### config.mk
export PLATFORM = sky130hd
export DESIGN_NAME = bidir_store_xcvr
export DESIGN_NICKNAME = d
export VERILOG_FILES = /design/src/rtl/xcvr_pkg.sv /design/src/rtl/xcvr_strobe_edge.sv /design/src/rtl/xcvr_store.sv /design/src/rtl/xcvr_path.sv /design/src/rtl/bidir_store_xcvr.sv
export SDC_FILE = /design/constraint.sdc
export NUM_CORES = 1
export LEC_CHECK = 0
export CELL_PAD_IN_SITES_DETAIL_PLACEMENT = 0
export CELL_PAD_IN_SITES_GLOBAL_PLACEMENT = 1
export CORE_ASPECT_RATIO = 1.5
export CORE_MARGIN = 10
export CORE_UTILIZATION = 36
export CTS_BUF_LIST = sky130_fd_sc_hd__clkbuf_4 sky130_fd_sc_hd__clkbuf_8 sky130_fd_sc_hd__clkbuf_16
export DETAILED_ROUTE_END_ITERATION = 8
export PLACE_DENSITY_LB_ADDON = 0.1
export REMOVE_ABC_BUFFERS = 1
export SKIP_LAST_GASP = 1
export SYNTH_ARGS = -nofsm -noshare
export SYNTH_HDL_FRONTEND = slang
export SYNTH_SLANG_ARGS = --single-unit
### constraint.sdc
create_clock -name clk -period 2.27 [get_ports clk]
set_input_delay 0.454 -clock clk [delete_from_list [all_inputs] [get_ports clk]]
set_output_delay 0.454 -clock clk [all_outputs]
set_load 0.005 [all_outputs]
### src/rtl/xcvr_pkg.sv
package xcvr_pkg;

  typedef enum logic [1:0] {
    ACT_HOLD = 2'd0,
    ACT_PASS = 2'd1,
    ACT_LOAD = 2'd2
  } store_act_e;

  // A falling strobe edge: high on the previous sample, low now.
  function automatic logic strobe_fell(input logic prev_s, input logic now_s);
    return prev_s & ~now_s;
  endfunction

  // Storage action, by priority: pass-through, then edge load, then hold.
  function automatic store_act_e pick_act(input logic transp, input logic fall);
    if (transp)    return ACT_PASS;
    else if (fall) return ACT_LOAD;
    else           return ACT_HOLD;
  endfunction

  // Request polarity is normalised here; reset always wins.
  function automatic logic drive_on(input logic rst, input logic req,
                                    input logic active_low);
    logic asserted;
    asserted = active_low ? ~req : req;
    return ~rst & asserted;
  endfunction

endpackage

### src/rtl/xcvr_strobe_edge.sv
module xcvr_strobe_edge (
  input  logic clk,
  input  logic rst,
  input  logic strobe,
  output logic fall
);
  import xcvr_pkg::*;

  logic strobe_q;

  always_ff @(posedge clk) begin
    if (rst) strobe_q <= 1'b0;
    else     strobe_q <= strobe;
  end

  assign fall = strobe_fell(strobe_q, strobe);

  // a detected edge means the strobe read high one cycle ago and low now
  p_fall_edge_r4: assert property (@(posedge clk) disable iff (rst)
    fall |-> (!strobe && $past(strobe)));

endmodule

### src/rtl/xcvr_store.sv
module xcvr_store #(
  parameter int unsigned W = 18
) (
  input  logic         clk,
  input  logic         rst,
  input  logic         transp,
  input  logic         fall,
  input  logic [W-1:0] din,
  output logic [W-1:0] q
);
  import xcvr_pkg::*;

  store_act_e act;
  assign act = pick_act(transp, fall);

  always_ff @(posedge clk) begin
    if (rst) begin
      q <= '0;
    end else begin
      unique case (act)
        ACT_PASS, ACT_LOAD: q <= din;
        default:            q <= q;
      endcase
    end
  end

  // every transparent cycle loads the storage
  p_track_r2: assert property (@(posedge clk) disable iff (rst)
    transp |=> (q == $past(din)));

  // a falling strobe with the transparent input low loads the input word
  p_capture_r4: assert property (@(posedge clk) disable iff (rst)
    (!transp && fall) |=> (q == $past(din)));

  // neither pass-through nor edge means the storage is kept
  p_keep_r3: assert property (@(posedge clk) disable iff (rst)
    (!transp && !fall) |=> $stable(q));

  // reset clears the storage
  p_clear_r8: assert property (@(posedge clk)
    rst |=> (q == '0));

endmodule

### src/rtl/xcvr_path.sv
module xcvr_path #(
  parameter int unsigned W             = 18,
  parameter bit          OE_ACTIVE_LOW = 1'b0
) (
  input  logic         clk,
  input  logic         rst,
  input  logic         transp,
  input  logic         strobe,
  input  logic         drive_req,
  input  logic [W-1:0] din,
  output logic [W-1:0] dout,
  output logic         drv
);
  import xcvr_pkg::*;

  logic         fall;
  logic [W-1:0] held;

  xcvr_strobe_edge u_edge (
    .clk    (clk),
    .rst    (rst),
    .strobe (strobe),
    .fall   (fall)
  );

  xcvr_store #(.W(W)) u_store (
    .clk    (clk),
    .rst    (rst),
    .transp (transp),
    .fall   (fall),
    .din    (din),
    .q      (held)
  );

  assign dout = transp ? din : held;

  generate
    if (OE_ACTIVE_LOW) begin : g_oe_low
      assign drv = drive_on(rst, drive_req, 1'b1);
    end else begin : g_oe_high
      assign drv = drive_on(rst, drive_req, 1'b0);
    end
  endgenerate

  // an opaque cycle with no edge leaves the next opaque output unchanged
  p_hold_out_r3: assert property (@(posedge clk) disable iff (rst)
    (!transp && $past(!transp) && !$past(fall) && !$past(rst))
      |-> $stable(dout));

endmodule

### src/rtl/bidir_store_xcvr.sv
module bidir_store_xcvr #(
  parameter int unsigned DATA_W = 18
) (
  input  logic              clk,
  input  logic              rst,
  input  logic [DATA_W-1:0] a_in,
  output logic [DATA_W-1:0] a_out,
  output logic              a_drv,
  input  logic [DATA_W-1:0] b_in,
  output logic [DATA_W-1:0] b_out,
  output logic              b_drv,
  input  logic              ab_transparent,
  input  logic              ab_strobe,
  input  logic              ab_drive,
  input  logic              ba_transparent,
  input  logic              ba_strobe,
  input  logic              ba_drive_n
);
  localparam int unsigned NPATH = 2;

  // Path 0 carries A to B, path 1 carries B to A.
  logic [NPATH-1:0]  transp_v, strobe_v, req_v, drv_v;
  logic [DATA_W-1:0] din_v  [NPATH];
  logic [DATA_W-1:0] dout_v [NPATH];

  assign transp_v = {ba_transparent, ab_transparent};
  assign strobe_v = {ba_strobe, ab_strobe};
  assign req_v    = {ba_drive_n, ab_drive};
  assign din_v[0] = a_in;
  assign din_v[1] = b_in;

  generate
    for (genvar g = 0; g < NPATH; g++) begin : g_path
      xcvr_path #(
        .W             (DATA_W),
        .OE_ACTIVE_LOW (g == 1)
      ) u_path (
        .clk       (clk),
        .rst       (rst),
        .transp    (transp_v[g]),
        .strobe    (strobe_v[g]),
        .drive_req (req_v[g]),
        .din       (din_v[g]),
        .dout      (dout_v[g]),
        .drv       (drv_v[g])
      );
    end
  endgenerate

  assign b_out = dout_v[0];
  assign b_drv = drv_v[0];
  assign a_out = dout_v[1];
  assign a_drv = drv_v[1];

  // no side is driven while reset is asserted
  p_reset_quiet_r8: assert property (@(posedge clk)
    rst |-> (!a_drv && !b_drv));

  // a transparent B-to-A path shows B on A whatever the A-to-B controls do
  p_indep_r1: assert property (@(posedge clk) disable iff (rst)
    ba_transparent |-> (a_out == b_in));

endmodule

* Word level (Yosys, flattened, before mapping)
Cells that the tools add are included.
Widths: inputs -> output; s select.
** Word-level totals
- Bits in registers :: 38
- Output and inout port bits :: 38
- Word-level logic and storage cells :: 24
** Operators by class
- Equal/unequal tests :: 4
- Mux-type cells :: 6
- Bitwise gates (word level) :: 8
- Reduce and logical (&&, ||, !) cells :: 2
** Operator list (count)
- $mux 18 :: 2
- $mux 2 :: 4
- $and 1x1->1 :: 4
- $eq 2x1->1 const B :: 2
- $eq 2x2->1 const B :: 2
- $not 1->1 :: 4
- $reduce_or 2->1 :: 2

* Longest topological paths before layout
Gate-level depths: netlist of run 1.
- Depth in word-level cells :: 6
- Gate-level depth with buffers :: 5
- Depth with buffers taken out :: 3

* By module
From an unflattened synthesis of run 1, not the netlist that was laid out.
** Second synthesis, totals
- Cells, all modules :: 208
- Area total of the unflattened synthesis :: 2092.0 µm²
** Modules (own cells, without submodules)
- xcvr_store :: instances 2, cells an instance 80, area an instance 734.5 µm²
- xcvr_path (g_path[0].u_path) :: instances 1, cells an instance 21, area an instance 277.8 µm²
- xcvr_path (g_path[1].u_path) :: instances 1, cells an instance 21, area an instance 275.3 µm²
- xcvr_strobe_edge :: instances 2, cells an instance 3, area an instance 35.0 µm²

* Least setup slack after synthesis of run 1
Ideal clock, no wire load.
- Path kind :: input-to-output
- From :: input port ba_transparent
- To :: output port a_out[0]
- Arrival time :: 1.088 ns
- Data required time :: 1.816 ns
- Slack :: 0.728 ns
- Cell stages on the path :: 3
- Buffers on the path :: 2
- Cells stage by stage :: buf_6 > buf_4 > mux2_2
** On the way
- Cells in the longest elaborated chain, start to end :: 1
** Ends and longest elaborated chain
- start: declaration :: line bidir_store_xcvr.sv:15 : input logic ba_transparent,
- $mux 18 :: line xcvr_path.sv:35 : assign dout = transp ? din : held;
- end: declaration :: line bidir_store_xcvr.sv:7 : output logic [DATA_W-1:0] a_out,
No other way between the ends.

* Worst setup path after layout of run 1
- From :: input port ab_transparent
- To :: output port b_out[6]
** On the way
- Cells in the longest elaborated chain, start to end :: 1
** Ends and longest elaborated chain
- start: declaration :: line bidir_store_xcvr.sv:12 : input logic ab_transparent,
- $mux 18 :: line xcvr_path.sv:35
- end: declaration :: line bidir_store_xcvr.sv:10 : output logic [DATA_W-1:0] b_out,
No other way between the ends.

==> results of run 1 <==
[metal layers]
layer	global-route usage (%)	routed length (um)	part of all wire, %
met1	12.2	2330	45
met2	18.0	2500	48
met3	4.39	301	5.8
met4	3.42	65	1.3
met5	0	0	0
[worst max-delay path, cell delays in order]
cell and delay [ns]:
clkdlybuf4s15_2 0.23, bufbuf_16 0.29, mux2_2 0.33, clkdlybuf4s50_1 0.45
[cell type report]
cell class | instances | area [um2]
Timing Repair Buffer | 91 | 943
Fill cell | 535 | 2670
Clock buffer | 7 | 90.1
Tap cell | 72 | 90.1
Multi-Input combinational cell | 150 | 1270
Sequential cell | 38 | 761
Inverter | 2 | 7.51
Clock inverter | 1 | 5.00
[worst max-delay path by stage]
| stage | to | slack, ns | depth (start not counted) |
|---|---|---|---|
| final | b_out[6] | 0.06 | 4 |
| after global routing | b_out[6] | 0.004 | 4 |
| after CTS | b_out[6] | 0.04 | 4 |
| after detailed placement | b_out[7] | -0.15 | 4 |
| after global placement | b_out[7] | -0.15 | 4 |
| after floorplan | g_path[0].u_path.u_store.q[0]$_SDFFE_PP0P_ | 0.95 | 3 |
[cells in the final DEF (no fill, tap or decap)]
master,count
dlygate4sd2_1,1
clkbuf_8,6
clkbuf_4,1
buf_12,3
buf_4,6
buf_2,1
dfxtp_1,38
nor2b_1,1
clkdlybuf4s15_2,1
bufbuf_16,1
nor2_1,3
nand2b_1,72
mux2_2,36
clkdlybuf4s50_1,78
clkinv_2,1
mux2i_1,36
a21oi_4,2
inv_1,2
[through the flow]
step           cells  power (mW)
2_1_floorplan    190       0.915
3_3_place_gp     351        1.18
3_5_place_dp     351        1.18
4_1_cts          361        1.69
5_1_grt          361        1.75
6_report         361        1.65
[kinds of logic (layout without fill, tap and decap cells)]
family,count (synthesis),after routing
AO/OA/AOI/OAI,2,2
multiplexers,72,72
buffers and inverters,18,101
AND/OR/NAND/NOR,76,76
flip-flops,38,38
[sequential cells by signal (all words and copies together) (netlist names)]
name / cells
g_path.u_path.u_store.q: 36
g_path.u_path.u_edge.strobe_q: 2
[timing repair]
action | in CTS | in global routing
setup endpoints to repair | 36 | 0
setup buffers | 1 | 0
gates resized for setup | 4 | 0
[report_power, final]
part	internal [mW]	total [mW]	switching (mW)
combinational	0.290	0.429	0.139
clock	0.257	0.488	0.231
sequential	0.713	0.735	0.0225
==> run metrics, run 1 <==
Hold WS=0.475 ns; DR pass1 iterations=4; Final Hold Viols=0; dpl cell area=3030 um2; crit path time final=2.21 ns; Rel. slew slack=66.3%; main combinational cell family by area after synthesis=multiplexers; launching element type of the critical path=input port; CTS tree=yes; Buffers on Ports=81; Post-Synth Adder-Cell Area=0%; H-tree Lvls=2; reg2reg setup slack=1.24 ns; Post-Synth Simple-Gate Area=21.6%; vias in the first global route=1703; Synth top area share=35.1%; IO Pins=82; gr ovfl total=0; total die area=9580 um2; clock tree sinks=38; synth top area cells=dfxtp_1 35%, nand2b_1 21%, mux2_2 19%; initial antenna violation count=0; global-route wire length before repair=8.53 mm; FMAX=452 MHz; Post-synth EDFFs=0; Max Slew Vio Count=0; LEAKAGE=1.28 nW; vias per cell=4.56; setup ws final=0.0557 ns; top post-synthesis cells by count=72 x nand2b_1, 38 x dfxtp_1, 36 x mux2_2, 36 x mux2i_1, 7 x clkbuf_1; Antenna diodes=0; Detail Route Antenna Nets=0; Die Y=115 um; Critical Path RT=1.82 ns; setup_tns=0 ns; Tcrit/Tclk final=97.5%; TritonCTS Buffers=5; overall routed net length=5.20 mm; IR Drop Worst-Case VDD=0.241 mV; sequential fraction of the synthesis area=35.1%; final setup fails=0; Clk Latency, worst-skew pair=0.28 ns; Cell Rows=34; worst r2r dst=g_path[1].u_path.u_store.q[11]$_SDFFE_PP0P_; power per cell area=522 nW/um2; Mapped Cells=206; CTS Buffer Depth=2; post-synthesis xor/xnor area fraction=0%; Critical Path Source=ab_transparent; Place WS=-0.150 ns; initial drt markers=37; final net count=332; Total GRT Usage=10.7%; WL/cell=14.4 um; Vias=1646; worst hold stages=2; clock skew=0.00445 ns; synthesis-to-layout area growth=46.0%; routability cong.=0.666; Primary FF master, synth=dfxtp_1; Hold EP=g_path[1].u_path.u_store.q[13]$_SDFFE_PP0P_; Starting Density=37.2%; RSZ-0062 raised after global routing=no; share of layout cells above drive strength 1=20.1%; post-synthesis compound-gate area fraction=1.50%; Worst-Margin Slew=0.506 ns; Hold WC Path Type=reg -> reg; CP arrival=1.76 ns; Post-Synthesis Cell Area=2170 um2; Yosys warnings=0; #FFs+latches synth=38; Synth Area per Inst=10.5 um2; count leader, synth=nand2b_1; Design Area, Final=3160 um2; r2r worst-path depth=3; post-DP HPWL=3.78 mm; Core Area=5830 um2; Hold Buf Count CTS=0; run status=finished clean; DRC=0; mux share of post-synthesis cell area=35.4%; Synth area leader=dfxtp_1; Critical Path Sink Type=primary output; min-delay src=g_path[1].u_path.u_store.q[13]$_SDFFE_PP0P_; worst-path fanout max=9; fraction of registers with async set/reset=0%; Max Cap Violations=0; pin count of the biggest net entering global routing=75; clk root buf=clkbuf_8; crit path kind=in -> out; clk slew on worst S/H paths=0.07 ns; Yosys cell types=13; width of the die=83.3 um; FF-to-FF Start=g_path[1].u_path.u_edge.strobe_q$_SDFF_PP0_; fin util=54.3%
No activity file was read; power rests on OpenSTA's default activity.
==> inputs of run 2 (changes only) <==
--- a/config.mk
+++ b/config.mk
@@ -9,8 +9,8 @@
 export CELL_PAD_IN_SITES_GLOBAL_PLACEMENT = 1
 export CORE_ASPECT_RATIO = 1.5
 export CORE_MARGIN = 10
-export CORE_UTILIZATION = 36
-export CTS_BUF_LIST = sky130_fd_sc_hd__clkbuf_4 sky130_fd_sc_hd__clkbuf_8 sky130_fd_sc_hd__clkbuf_16
+export CORE_UTILIZATION = 37
+export CTS_BUF_LIST = sky130_fd_sc_hd__clkbuf_4 sky130_fd_sc_hd__clkbuf_8
 export DETAILED_ROUTE_END_ITERATION = 8
 export PLACE_DENSITY_LB_ADDON = 0.1
 export REMOVE_ABC_BUFFERS = 1
==> run metrics, run 2 (synthesis results as in run 1) <==
run status=finished clean; met1 Usage GRT=13.7%; CP Cell Sequence=clkdlybuf4s15_1 > bufbuf_16 > mux2_2 > clkdlybuf4s50_1; initial drt markers=45; DR pass1 iterations=4; Max Cap Violations=0; most frequent cells in the layout=78 x clkdlybuf4s50_1, 72 x nand2b_1, 38 x dfxtp_1; RSZ-0062 raised after global routing=no; top flop regs=g_path.u_path.u_store.q: 36 flops, g_path.u_path.u_edge.strobe_q: 2 flops; clk root buf=clkbuf_8; M2 GR Usage=19.1%; vias per cell=4.62; LEAKAGE=1.29 nW; gr ovfl total=0; Max Slew Vio Count=0; Antenna diodes=0; power per cell area=585 nW/um2; Design Area, Final=3210 um2; CTS tree=yes; Final Hold Viols=0; worst-path fanout max=9; setup_tns=0 ns; final setup fails=0; leading cell type in the layout, fill and taps excluded=clkdlybuf4s50_1; Reg area=761 um2; H-tree Lvls=2; share of layout cells above drive strength 1=19.4%; TritonCTS Buffers=5; post-DP HPWL=3.83 mm; overall routed net length=5.22 mm; Critical Path RT=1.82 ns; final net count=331; filler instances=556; DRC=0; pin count of the biggest net entering global routing=68; IO Pins=82; Total GRT Usage=11.6%; initial antenna violation count=0; Critical Path Sink Type=primary output; CP Buf/Inv Count=3; Worst path max stage delay=0.45 ns; Hold Buf Count CTS=0; Hold WC Path Type=in -> reg; Cell Rows=34; fin util=55.8%; crit path kind=in -> out; Clk Latency, worst-skew pair=0.29 ns; Vias=1663; crit path time final=2.21 ns; Detail Route Antenna Nets=0; CP arrival=1.75 ns; dpl cell area=3020 um2; total die area=9380 um2; Top Usage Layer GRT=met2; clk slew on worst S/H paths=0.08 ns; Top delay family on crit path=buffers and inverters; clock tree sinks=38; Starting Density=37.7%; total power=1.88 mW; met3 Resource Use GR=4.09%; global-route wire length before repair=8.84 mm; IR Drop Worst-Case VDD=0.317 mV; max reg flops=36; Rel. slew slack=69.5%; width of the die=82.5 um; FMAX=453 MHz; Slowest-stage cell, CP=clkdlybuf4s50_1; Buffers on Ports=81; Hold WS=0.456 ns; synthesis-to-layout area growth=48.0%; CTS Buffer Depth=2; Die Y=114 um; launching element type of the critical path=input port; Multi-input gate area=1270 um2; routability cong.=0.651; Tcrit/Tclk final=97.3%; Core Area=5740 um2; vias in the first global route=1772; WL/cell=14.5 um; clock skew=0.00730 ns; Worst-Margin Slew=0.457 ns; reg2reg setup slack=1.20 ns; Largest Register=g_path.u_path.u_store.q
## run 2: path summary, 6_finish.rpt
kind,end,cells past startpoint,startpoint
worst min register to register,g_path[0].u_path.u_store.q[2]$_SDFFE_PP0P_,2,g_path[0].u_path.u_store.q[2]$_SDFFE_PP0P_
worst min-delay path,g_path[0].u_path.u_edge.strobe_q$_SDFF_PP0_,2,rst
worst max register to register,g_path[1].u_path.u_store.q[17]$_SDFFE_PP0P_,3,g_path[1].u_path.u_edge.strobe_q$_SDFF_PP0_
worst max-delay path,a_out[17],4,ba_transparent
## run 2: routing by layer
layer	vias to the layer above	routed length, um
met2	48	2600
met3	6	399
li1	837	-
met4	0	65
met5	-	0
met1	772	2150
## run 2: area by class of cell
class	count	area share [%]
repair buffers	90	29.3
multi-input cells	150	39.5
flip-flops and latches	38	23.7
well taps	72	2.81
clock inverters	2	1.87
inverters	2	0.234
clock buffers	6	2.58
## run 2: metrics by stage
step                      instances  setup WS [ns]
after floorplan                 190          0.952
after global placement          350         -0.148
after detailed placement        350         -0.146
after CTS                       360         0.0147
after global routing            360        0.00115
final                           360         0.0621
## run 2: power by group
group	switching, mW	leakage, nW	internal, mW
registers	0.0228	0.315	0.712
logic	0.139	0.906	0.289
clock network	0.244	0.0714	0.469
## run 2: worst register-to-register path: stages (launching register included)
cell     delay (ns)
dfxtp_1        0.32
a21oi_4        0.27
buf_4          0.22
mux2i_1        0.19
## run 2: what timing repair did
item                                    in CTS  in global routing
endpoints found under the setup margin      36                  8
setup buffers                                1                  0
resized for setup                            3                  1
cloned                                       1                  0
